`src/rtl/qptr_pkg.sv`:
```
package qptr_pkg;
  localparam int DATA_W = 32;
  localparam int OFF_W  = 11;

  localparam logic [OFF_W-1:0] OFF_ADD_RD = 11'h000;
  localparam logic [OFF_W-1:0] OFF_ADD_WR = 11'h004;
  localparam logic [OFF_W-1:0] OFF_ST_RD  = 11'h008;
  localparam logic [OFF_W-1:0] OFF_ST_WR  = 11'h00C;
  localparam logic [OFF_W-1:0] OFF_SIZE   = 11'h010;
  localparam logic [OFF_W-1:0] OFF_CLEAR  = 11'h014;

  localparam int BIT_OVF = 31;
  localparam int BIT_UDF = 30;
  localparam int BIT_ERR = 29;

  typedef enum logic [2:0] {
    OP_NONE, OP_ADD_RD, OP_ADD_WR, OP_ST_RD, OP_ST_WR, OP_SIZE, OP_CLEAR
  } qop_e;

  typedef struct packed {
    logic ovf;
    logic udf;
    logic err;
  } qflags_t;
endpackage

```
`src/rtl/qptr_decode.sv`:
```
module qptr_decode
  import qptr_pkg::*;
#(
  parameter int NUM_Q  = 8,
  parameter int ADDR_W = 20
) (
  input  logic [ADDR_W-1:0] addr,
  output logic              hit,
  output logic [7:0]        qidx,
  output qop_e              op
);
  logic [OFF_W-1:0] off;
  logic             region;
  logic             idx_ok;

  assign off    = addr[OFF_W-1:0];
  assign qidx   = addr[18:11];
  assign region = addr[19];
  assign idx_ok = (32'(qidx) < NUM_Q);

  always_comb begin
    op = OP_NONE;
    if (region && idx_ok) begin
      case (off)
        OFF_ADD_RD: op = OP_ADD_RD;
        OFF_ADD_WR: op = OP_ADD_WR;
        OFF_ST_RD:  op = OP_ST_RD;
        OFF_ST_WR:  op = OP_ST_WR;
        OFF_SIZE:   op = OP_SIZE;
        OFF_CLEAR:  op = OP_CLEAR;
        default:    op = OP_NONE;
      endcase
    end
  end

  assign hit = (op != OP_NONE);
endmodule

```
`src/rtl/qptr_slot.sv`:
```
module qptr_slot
  import qptr_pkg::*;
#(
  parameter int PTR_W  = 18,
  parameter int LG_MIN = 8,
  parameter int INC_W  = 6
) (
  input  logic              clk,
  input  logic              rst,
  input  logic              wr_en,
  input  qop_e              op,
  input  logic [DATA_W-1:0] wdata,
  output logic [PTR_W-1:0]  rptr,
  output logic [PTR_W-1:0]  wptr,
  output logic [4:0]        lg,
  output qflags_t           flags,
  output logic              nonempty
);
  localparam int LG_MAX = PTR_W;

  logic [PTR_W-1:0] rptr_q, wptr_q, rptr_n, wptr_n;
  logic [4:0]       lg_q, lg_n;
  qflags_t          fl_q, fl_n;
  logic             ne_q;

  logic [PTR_W:0]   one_sh;
  logic [PTR_W-1:0] mask;
  logic [PTR_W-1:0] fill;
  logic [PTR_W:0]   fill_plus;
  logic [INC_W-1:0] inc;
  logic             bad;
  logic             lg_ok;

  assign one_sh    = (PTR_W+1)'(1) << lg_q;
  assign mask      = PTR_W'(one_sh - 1'b1);
  assign fill      = (wptr_q - rptr_q) & mask;
  assign inc       = wdata[INC_W-1:0];
  assign bad       = |wdata[DATA_W-1:INC_W];
  assign fill_plus = {1'b0, fill} + (PTR_W+1)'(inc);
  assign lg_ok     = (32'(wdata[4:0]) >= LG_MIN) && (32'(wdata[4:0]) <= LG_MAX);

  always_comb begin
    rptr_n = rptr_q;
    wptr_n = wptr_q;
    lg_n   = lg_q;
    fl_n   = fl_q;
    if (wr_en) begin
      case (op)
        OP_ADD_RD: begin
          if (bad) fl_n.err = 1'b1;
          else begin
            rptr_n = (rptr_q + PTR_W'(inc)) & mask;
            if (PTR_W'(inc) > fill) fl_n.udf = 1'b1;
          end
        end
        OP_ADD_WR: begin
          if (bad) fl_n.err = 1'b1;
          else begin
            wptr_n = (wptr_q + PTR_W'(inc)) & mask;
            if (fill_plus > {1'b0, mask}) fl_n.ovf = 1'b1;
          end
        end
        OP_SIZE: begin
          if (lg_ok) begin
            lg_n   = wdata[4:0];
            rptr_n = '0;
            wptr_n = '0;
          end
        end
        OP_CLEAR: begin
          if (wdata[0]) fl_n.ovf = 1'b0;
          if (wdata[1]) fl_n.udf = 1'b0;
          if (wdata[2]) fl_n.err = 1'b0;
        end
        default: ;
      endcase
    end
  end

  always_ff @(posedge clk) begin
    if (rst) begin
      rptr_q <= '0;
      wptr_q <= '0;
      lg_q   <= 5'(LG_MIN);
      fl_q   <= '0;
      ne_q   <= 1'b0;
    end else begin
      rptr_q <= rptr_n;
      wptr_q <= wptr_n;
      lg_q   <= lg_n;
      fl_q   <= fl_n;
      ne_q   <= (rptr_n != wptr_n);
    end
  end

  assign rptr     = rptr_q;
  assign wptr     = wptr_q;
  assign lg       = lg_q;
  assign flags    = fl_q;
  assign nonempty = ne_q;

  AST_PTR_IN_RANGE: assert property (@(posedge clk) disable iff (rst)
    ((rptr_q & ~mask) == '0) && ((wptr_q & ~mask) == '0));
  AST_BIG_ADD_DROPPED: assert property (@(posedge clk) disable iff (rst)
    (wr_en && (op == OP_ADD_WR || op == OP_ADD_RD) && bad)
      |=> ($stable(wptr_q) && $stable(rptr_q) && fl_q.err));
  AST_OVF_SETS: assert property (@(posedge clk) disable iff (rst)
    (wr_en && op == OP_ADD_WR && !bad && fill_plus > {1'b0, mask}) |=> fl_q.ovf);
  AST_UDF_SETS: assert property (@(posedge clk) disable iff (rst)
    (wr_en && op == OP_ADD_RD && !bad && PTR_W'(inc) > fill) |=> fl_q.udf);
  AST_OVF_STICKY: assert property (@(posedge clk) disable iff (rst)
    (fl_q.ovf && !(wr_en && op == OP_CLEAR && wdata[0])) |=> fl_q.ovf);
  AST_NONEMPTY_MATCH: assert property (@(posedge clk) disable iff (rst)
    ne_q == (rptr_q != wptr_q));
endmodule

```
`src/rtl/qptr_ctrl.sv`:
```
module qptr_ctrl
  import qptr_pkg::*;
#(
  parameter int NUM_Q  = 8,
  parameter int ADDR_W = 20,
  parameter int PTR_W  = 18,
  parameter int LG_MIN = 8
) (
  input  logic              clk,
  input  logic              rst,
  input  logic              bus_wen,
  input  logic              bus_ren,
  input  logic [ADDR_W-1:0] bus_addr,
  input  logic [31:0]       bus_wdata,
  output logic [31:0]       bus_rdata,
  output logic [NUM_Q-1:0]  q_nonempty
);
  localparam int QW = (NUM_Q > 1) ? $clog2(NUM_Q) : 1;

  logic        hit;
  logic [7:0]  qidx;
  qop_e        op;
  logic [QW-1:0] sel;

  logic [PTR_W-1:0] rptr_a [NUM_Q];
  logic [PTR_W-1:0] wptr_a [NUM_Q];
  logic [4:0]       lg_a   [NUM_Q];
  qflags_t          fl_a   [NUM_Q];
  logic [31:0]      rd_mux;
  logic [31:0]      rdata_q;

  qptr_decode #(.NUM_Q(NUM_Q), .ADDR_W(ADDR_W)) u_dec (
    .addr (bus_addr),
    .hit  (hit),
    .qidx (qidx),
    .op   (op)
  );

  assign sel = qidx[QW-1:0];

  for (genvar i = 0; i < NUM_Q; i++) begin : g_slot
    logic slot_wen;
    assign slot_wen = bus_wen && hit && (32'(qidx) == i);
    qptr_slot #(.PTR_W(PTR_W), .LG_MIN(LG_MIN)) u_slot (
      .clk      (clk),
      .rst      (rst),
      .wr_en    (slot_wen),
      .op       (op),
      .wdata    (bus_wdata),
      .rptr     (rptr_a[i]),
      .wptr     (wptr_a[i]),
      .lg       (lg_a[i]),
      .flags    (fl_a[i]),
      .nonempty (q_nonempty[i])
    );
  end

  always_comb begin
    rd_mux = '0;
    case (op)
      OP_ST_RD: begin
        rd_mux[PTR_W-1:0] = rptr_a[sel];
        rd_mux[BIT_OVF]   = fl_a[sel].ovf;
        rd_mux[BIT_UDF]   = fl_a[sel].udf;
        rd_mux[BIT_ERR]   = fl_a[sel].err;
      end
      OP_ST_WR: begin
        rd_mux[PTR_W-1:0] = wptr_a[sel];
        rd_mux[BIT_OVF]   = fl_a[sel].ovf;
        rd_mux[BIT_UDF]   = fl_a[sel].udf;
        rd_mux[BIT_ERR]   = fl_a[sel].err;
      end
      OP_SIZE: rd_mux[4:0] = lg_a[sel];
      default: rd_mux = '0;
    endcase
  end

  always_ff @(posedge clk) begin
    if (rst) rdata_q <= '0;
    else if (bus_ren) rdata_q <= rd_mux;
    else rdata_q <= '0;
  end

  assign bus_rdata = rdata_q;

  AST_UNMAPPED_ZERO: assert property (@(posedge clk) disable iff (rst)
    (bus_ren && !hit) |=> (bus_rdata == '0));
  AST_RDATA_IDLE: assert property (@(posedge clk) disable iff (rst)
    !bus_ren |=> (bus_rdata == '0));
endmodule

```
`config.mk`:
```
export PLATFORM = sky130hd
export DESIGN_NAME = qptr_ctrl
export DESIGN_NICKNAME = d
export VERILOG_FILES = /design/src/rtl/qptr_pkg.sv /design/src/rtl/qptr_decode.sv /design/src/rtl/qptr_slot.sv /design/src/rtl/qptr_ctrl.sv
export SDC_FILE = /design/constraint.sdc
export NUM_CORES = 2
export LEC_CHECK = 0
export ABC_AREA = 1
export BUFFER_PORTS_ARGS = -buffer_cell sky130_fd_sc_hd__buf_4
export CAP_MARGIN = 15
export CORE_MARGIN = 3
export CORE_UTILIZATION = 30
export DETAILED_ROUTE_END_ITERATION = 10
export SLEW_MARGIN = 20
export SYNTH_ARGS = -nofsm -noshare
export SYNTH_HDL_FRONTEND = slang
export SYNTH_SLANG_ARGS = --single-unit
```
`constraint.sdc`:
```
create_clock -name clk -period 11.26 [get_ports clk]
set_input_delay 0.563 -clock clk [delete_from_list [all_inputs] [get_ports clk]]
set_output_delay 0.563 -clock clk [all_outputs]
set_load 0.1 [all_outputs]
```
# [Word level (Yosys, flattened, before mapping)]
# Index checks and enable logic that the tools add are counted.
[classes] muxes=133 addsub=40 n_eq_ne=48 n_reduce_logical=54 n_lt_le_gt_ge=20 bitwise=27 shift=8
[ops] operator="two-way mux 18 bit" n=52
[ops] operator="one-hot mux 18 bit (2 select lines)" n=16
[ops] operator="AND 18 bit" n=24
[ops] operator="adder 18 x 6 -> 18 bit" n=16
[ops] operator="adder 18 x 6 -> 19 bit" n=8
[ops] operator="> comparator 19 x 18 -> 1 bit" n=8
[ops] operator="> comparator 6 x 18 -> 1 bit" n=8
[ops] operator="inequality test 18 bit" n=8
[ops] operator="left shift 1 x 5 -> 18 bit, first input constant" n=8
[ops] operator="subtractor 18 x 1 -> 18 bit, second input constant" n=8
[ops] operator="subtractor 18 bit" n=8
[ops] operator="binary-select mux 18 bit (select 3 bit)" n=2
[ops] operator="AND reduction 5 bit" n=16
[ops] operator="two-way mux 1 bit" n=36
[ops] operator="inequality test 2 x 1 -> 1 bit, second input constant" n=17
[ops] operator="one-hot mux 1 bit (2 select lines)" n=17
[ops] operator="== test 8 x 3 -> 1 bit, second input constant" n=4
[ops] operator="AND reduction 4 bit" n=8
[ops] operator="one-hot mux 13 bit (2 select lines)" n=1
[ops] operator="OR reduction 26 bit" n=1
[ops] operator="AND reduction 3 bit" n=8
[ops] operator="== test 11 x 4 -> 1 bit, second input constant" n=2
[ops] operator="== test 11 x 5 -> 1 bit, second input constant" n=2
[ops] operator="one-hot mux 3 bit (6 select lines)" n=1
[ops] operator="25 further kinds" n=51
[totals] word_cells=389 inputBits=56 output_inout_bits=40 regBits=392

# [Logic depth before layout (Yosys ltp)]
[depth] ltp_word=8 mapped_depth=39 depth_no_buf=38

# [Cells and area by module]
# Synthesis repeated with hierarchy kept, for this count alone.
[hier_totals] cells_unflattened=9934 hier_area_um2=55623.3
[modules_own_cells] mod="qptr_slot (g_slot[0].u_slot ...)" area_each_um2=6444.9 seq_area_each_um2=900.9 n_inst=4 cells_each=1160
[modules_own_cells] mod="qptr_slot (g_slot[7].u_slot)" area_each_um2=6449.9 seq_area_each_um2=900.9 n_inst=1 cells_each=1107
[modules_own_cells] mod="qptr_slot (g_slot[5].u_slot)" area_each_um2=6446.2 seq_area_each_um2=900.9 n_inst=1 cells_each=1087
[modules_own_cells] mod="qptr_slot (g_slot[6].u_slot)" area_each_um2=6397.4 seq_area_each_um2=900.9 n_inst=1 cells_each=1110
[modules_own_cells] mod="qptr_slot (g_slot[1].u_slot)" area_each_um2=6371.1 seq_area_each_um2=900.9 n_inst=1 cells_each=1123
[modules_own_cells] mod="qptr_ctrl" area_each_um2=3963.8 seq_area_each_um2=420.4 n_inst=1 cells_each=827
[modules_own_cells] mod="qptr_decode" area_each_um2=215.2 seq_area_each_um2=0.0 n_inst=1 cells_each=40

# [Least setup slack after synthesis]
# OpenSTA, ideal clock, no wires.
[synth_timing] path_type="flip-flop to flip-flop" from="register g_slot[4].u_slot.lg_q[1]" to="register g_slot[4].u_slot.fl_q, in the netlist g_slot[4].u_slot.flags[2]" required_time_ns=11.147 n_path_buf=1 slack_ns=6.415 period_less_slack_ns=4.845 setup_ns=0.113 path_stages_with_launch=36 arrival_time_ns=4.732 path_cell_list="dfxtp_1 buf_2 inv_1 nand2_1 nor2_1 nand2_1 ha_1 inv_1 xor2_1 inv_1 nor3_1 inv_1 ha_1 nor2_1 nand2_1 nand2_1 a21oi_1 o21bai_1 nand2_1 nand2_1 nand2_1 nor3_1 nand3b_1 nor3_2 nand3_1 xor2_1 ha_1 nand2_1 nor4_1 nand2_1 o22ai_1 nand2_1 nor2_1 nor2_1 nor2_1 nor2_1"
[synth_via] elab_chain_len=7
[synth_lines] element="start: declaration" line_no="qptr_slot.sv:22" text="logic [4:0] lg_q, lg_n;"
[synth_lines] element="start signal: assignment" line_no="qptr_slot.sv:84" text="lg_q <= 5'(LG_MIN);"
[synth_lines] element="start signal: assignment" line_no="qptr_slot.sv:90" text="lg_q <= lg_n;"
[synth_lines] element="left shift 1 x 5 -> 18 bit (*)" line_no="qptr_slot.sv:34" text="assign one_sh = (PTR_W+1)'(1) << lg_q;"
[synth_lines] element="subtractor 18 x 1 -> 18 bit (*)" line_no="qptr_slot.sv:35" text="assign mask = PTR_W'(one_sh - 1'b1);"
[synth_lines] element="AND 18 bit" line_no="qptr_slot.sv:36" text="assign fill = (wptr_q - rptr_q) & mask;"
[synth_lines] element="adder 18 x 6 -> 19 bit" line_no="qptr_slot.sv:39" text="assign fill_plus = {1'b0, fill} + (PTR_W+1)'(inc);"
[synth_lines] element="> comparator 19 x 18 -> 1 bit (*)" line_no="qptr_slot.sv:60" text="if (fill_plus > {1'b0, mask}) fl_n.ovf = 1'b1;"
[synth_lines] element="inequality test 2 x 1 -> 1 bit (no line) (*)"
[synth_lines] element="AND reduction 5 bit (no line) (*)"
[synth_lines] element="end signal: assignment" line_no="qptr_slot.sv:91" text="fl_q <= fl_n;"
[synth_lines] element="end: declaration" line_no="qptr_slot.sv:23" text="qflags_t fl_q, fl_n;"
# Mark *: on every way between the ends. The rest lies on a longest branch, timed or not.
# A chain may end at the register's enable or synchronous reset.

# [Worst setup path in the final report]
[layout_timing] from="register g_slot[7].u_slot.lg_q[4]" to="register g_slot[7].u_slot.fl_q, in the netlist g_slot[7].u_slot.flags[2]"
[layout_via] elab_chain_len=7
[layout_lines] element="start: declaration" line_no="qptr_slot.sv:22"
[layout_lines] element="start signal: assignment" line_no="qptr_slot.sv:84"
[layout_lines] element="start signal: assignment" line_no="qptr_slot.sv:90"
[layout_lines] element="left shift 1 x 5 -> 18 bit (*)" line_no="qptr_slot.sv:34"
[layout_lines] element="subtractor 18 x 1 -> 18 bit (*)" line_no="qptr_slot.sv:35"
[layout_lines] element="AND 18 bit" line_no="qptr_slot.sv:36"
[layout_lines] element="adder 18 x 6 -> 19 bit" line_no="qptr_slot.sv:39"
[layout_lines] element="> comparator 19 x 18 -> 1 bit (*)" line_no="qptr_slot.sv:60"
[layout_lines] element="inequality test 2 x 1 -> 1 bit (no line) (*)"
[layout_lines] element="AND reduction 5 bit (no line) (*)"
[layout_lines] element="end signal: assignment" line_no="qptr_slot.sv:91"
[layout_lines] element="end: declaration" line_no="qptr_slot.sv:23"
# Marked as above.

==> impl_results.md <==
* Crit-path max FO at 11
* Maximum number of pins on one net before global-route repair at 94
* Synth unique cells at between 60 and 70
* Clock skew at between 40 and 50 ps
* Setup Fix Bufs, Post-CTS at 0
* CTS buffer count at between 50 and 60
* Mapped Cells at slightly below 10000
* Io pins at 96
* Nets at 10100
* Outcome: finished clean
* Post-DRT Antenna Nets at 0
* Vias per cell at around 5.6
* Pwr Density at approximately 67 nW/um^2
* Yosys reg bits at 381
* Peak VDD IR at around 130 uV
* Peak Freq at 158 MHz
* TritonCTS clock tree: yes
* Vias in the first global route at 60000
* Unrepaired setup endpoints after global routing: false
* DR iter-0 viols at around 8700
* Largest stage delay, worst path at roughly 570 ps
* Routability cong. at 1.05
* Slew HR at 0.185
* Asr flop ratio synth at 0
* Final setup viols at 0
* Min Tclk post-route at ~6300 ps
* Synthesized area per cell at 5.60 sq um
* DIE HEIGHT at about 430 um
* CP dominant cell by count: nand2_1
* Clock slew at reported path FFs at ~60 ps
* Critical Path AT at approximately 7000 ps
* Critical path class: flip-flop to flip-flop
* Final Hold Fails at 0
* Filler Cells Inserted at around 20000
* Cell Rows at 154
* Remaining Overflow, GRT at 0
* Slowest stage cell, crit path: nor2_1
* Worst-skew pair later-pin latency at about 720 ps
* Layout cells sized above 1 at 0.0476
* Mapped Area at about 54000 sq um
* Yosys warning count at 0
* Hold Crit Class: input pin to flip-flop
* Period Utilization, post-route at 0.561
* CTS sink cnt at between 300 and 400
* Final TNS setup at 0 ps
* Leakage at about 30 nW
* Worst path top cell family by delay: simple AND/OR/NAND/NOR gates
* WL final at between 200000 and 300000 um
* Max_cap viols at 0
* Worst Path Required at roughly 12000 ps
* DRC viols at 0
* I/O Buffers at between 80 and 90
* Total Die Area at roughly 180000 sq um
* Initial Utilization at 0.304
* Initial antenna violation count at 24
* Slew @ Worst Pin at 1220 ps
* CP Buf/Inv Count at 4
* Area delta synth->final at 9.45%
* Startpoint Class: flip-flop
* Routed vias at about 67000
* Root Buffer: clkbuf_16
* GRT Total Usage at 0.286
* DP HPWL at between 200000 and 250000 um
* First-pass GRT wire length at 398000 um
* DIE WIDTH at 430 um
* Final Util at 0.333
* Most used DFF post-synth: dfxtp_1
* Initial DRT Pass Iterations at 10
* Seq/Total Area, Yosys at 0.142
* Htree depth at 2
* Post_cts resized at 0
* Core box area at 177000 sq um
* CTS max path bufs at 3
* Routed WL per cell at 23.2 um
* Number of synthesized flops with an enable pin at 0
* CP endpoint kind: flip-flop
* CTS Hold Bufs at 0
* Slew Limit Fails at 0
==> registers in the layout (all words and copies together) (netlist names) <==
name                    flops
g_slot.u_slot.nonempty      8
g_slot.u_slot.lg           40
g_slot.u_slot.flags        24
g_slot.u_slot.rptr        144
bus_rdata                  21
g_slot.u_slot.wptr        144
==> layout by cell type (no fill, tap or decap), drive strengths merged, types with 18 or more instances in the layout <==
cell type,instances
o211ai,41
nand3,803
inv,1222
nand2,2962
a211oi,40
a31oi,23
o22ai,129
xnor2,70
o21bai,49
buf,138
nor3,148
a21oi,532
a22oi,25
ha,482
or2,63
fa,32
nand3b,48
nor2,1313
dfxtp,381
xor2,166
o21ai,481
clkbuf,71
clkinv,18
nand4,213
==> metal layers <==
metal  vias up  GRT usage  wire length, um
met5         -          0              111
met4        18      0.168            19200
met3       783     0.0729            32300
met2      3893      0.420           113000
met1     30800      0.376           113000
li1      31300          -                -
==> Yosys cell counts (all sizes together), types with 49 or more instances <==
cell type	n	area [sq um]
a21oi	532	2670
nor3	148	761
nor2	1313	5210
o21bai	49	368
buf	124	739
nand2	2962	11200
or2	63	394
ha	482	6030
clkbuf	140	528
xor2	166	1450
inv	1220	4580
nand3	803	4120
o22ai	129	807
xnor2	70	613
o21ai	481	2410
nand4	213	1380
dfxtp	381	7630
==> worst register-to-register path, delay by kind of cell, from the launching register on <==
kind / cells / cell delay [ps]
AO/OA/AOI/OAI: 4 / 670
XOR/XNOR: 1 / 190
adder cells (fa/ha/maj): 3 / 970
buffers and inverters: 4 / 540
flip-flops: 1 / 360
AND/OR/NAND/NOR: 21 / 3520
==> worst paths after layout <==
path / from / to / slack (ps) / cells after the start
max: g_slot[7].u_slot.lg[4] / g_slot[7].u_slot.flags[2] / 4940 / 33
min: rst / g_slot[1].u_slot.rptr[1] / 270 / 2
max reg2reg: g_slot[7].u_slot.lg[4] / g_slot[7].u_slot.flags[2] / 4940 / 33
min reg2reg: g_slot[4].u_slot.flags[1] / g_slot[4].u_slot.flags[1] / 500 / 2
==> where the power goes <==
part           total [mW]  switching (mW)  internal [mW]
clock                2.21           0.858           1.35
sequential           1.35     0.000000142           1.35
combinational       0.387           0.297         0.0900
total                3.94            1.15           2.79
==> area by class of cell <==
| class | instances | area, sq um | share of cell area |
|---|---|---|---|
| Clock inverter | 38 | 656 | 0.0111 |
| Timing Repair Buffer | 139 | 1070 | 0.0181 |
| Sequential cell | 381 | 7630 | 0.129 |
| Antenna cell | 16 | 40.0 | 0.000679 |
| Inverter | 1225 | 4600 | 0.0781 |
| Multi-Input combinational cell | 7762 | 40500 | 0.687 |
| Tap cell | 2340 | 2930 | 0.0496 |
| Clock buffer | 70 | 1560 | 0.0264 |
==> cell families (layout without fill, tap and decap cells) <==
kind of cell,count (synthesis),in the layout,synth area share
compound gates,1408,1408,0.147
simple gates,5593,5593,0.441
fa+ha+maj,514,514,0.124
other cells,1,27,0.0000696
xor+xnor,236,236,0.0384
flops,381,381,0.142
buf+inv,1489,1472,0.109
==> metrics by stage <==
step / cell area, sq um / setup slack, ps / power, mW / std cells / hold WS [ps]
floorplan: 53900 / 6420 / 1.57 / 9632 / 452
global placement: 56700 / 5050 / 1.73 / 11800 / 464
detailed placement: 56700 / 5020 / 1.74 / 11800 / 475
CTS: 58900 / 4970 / 3.93 / 12000 / 275
global route: 58900 / 4210 / 4.02 / 12000 / 287
finish: 59000 / 4940 / 3.94 / 12000 / 270
Power figures use the tool's default switching activity.
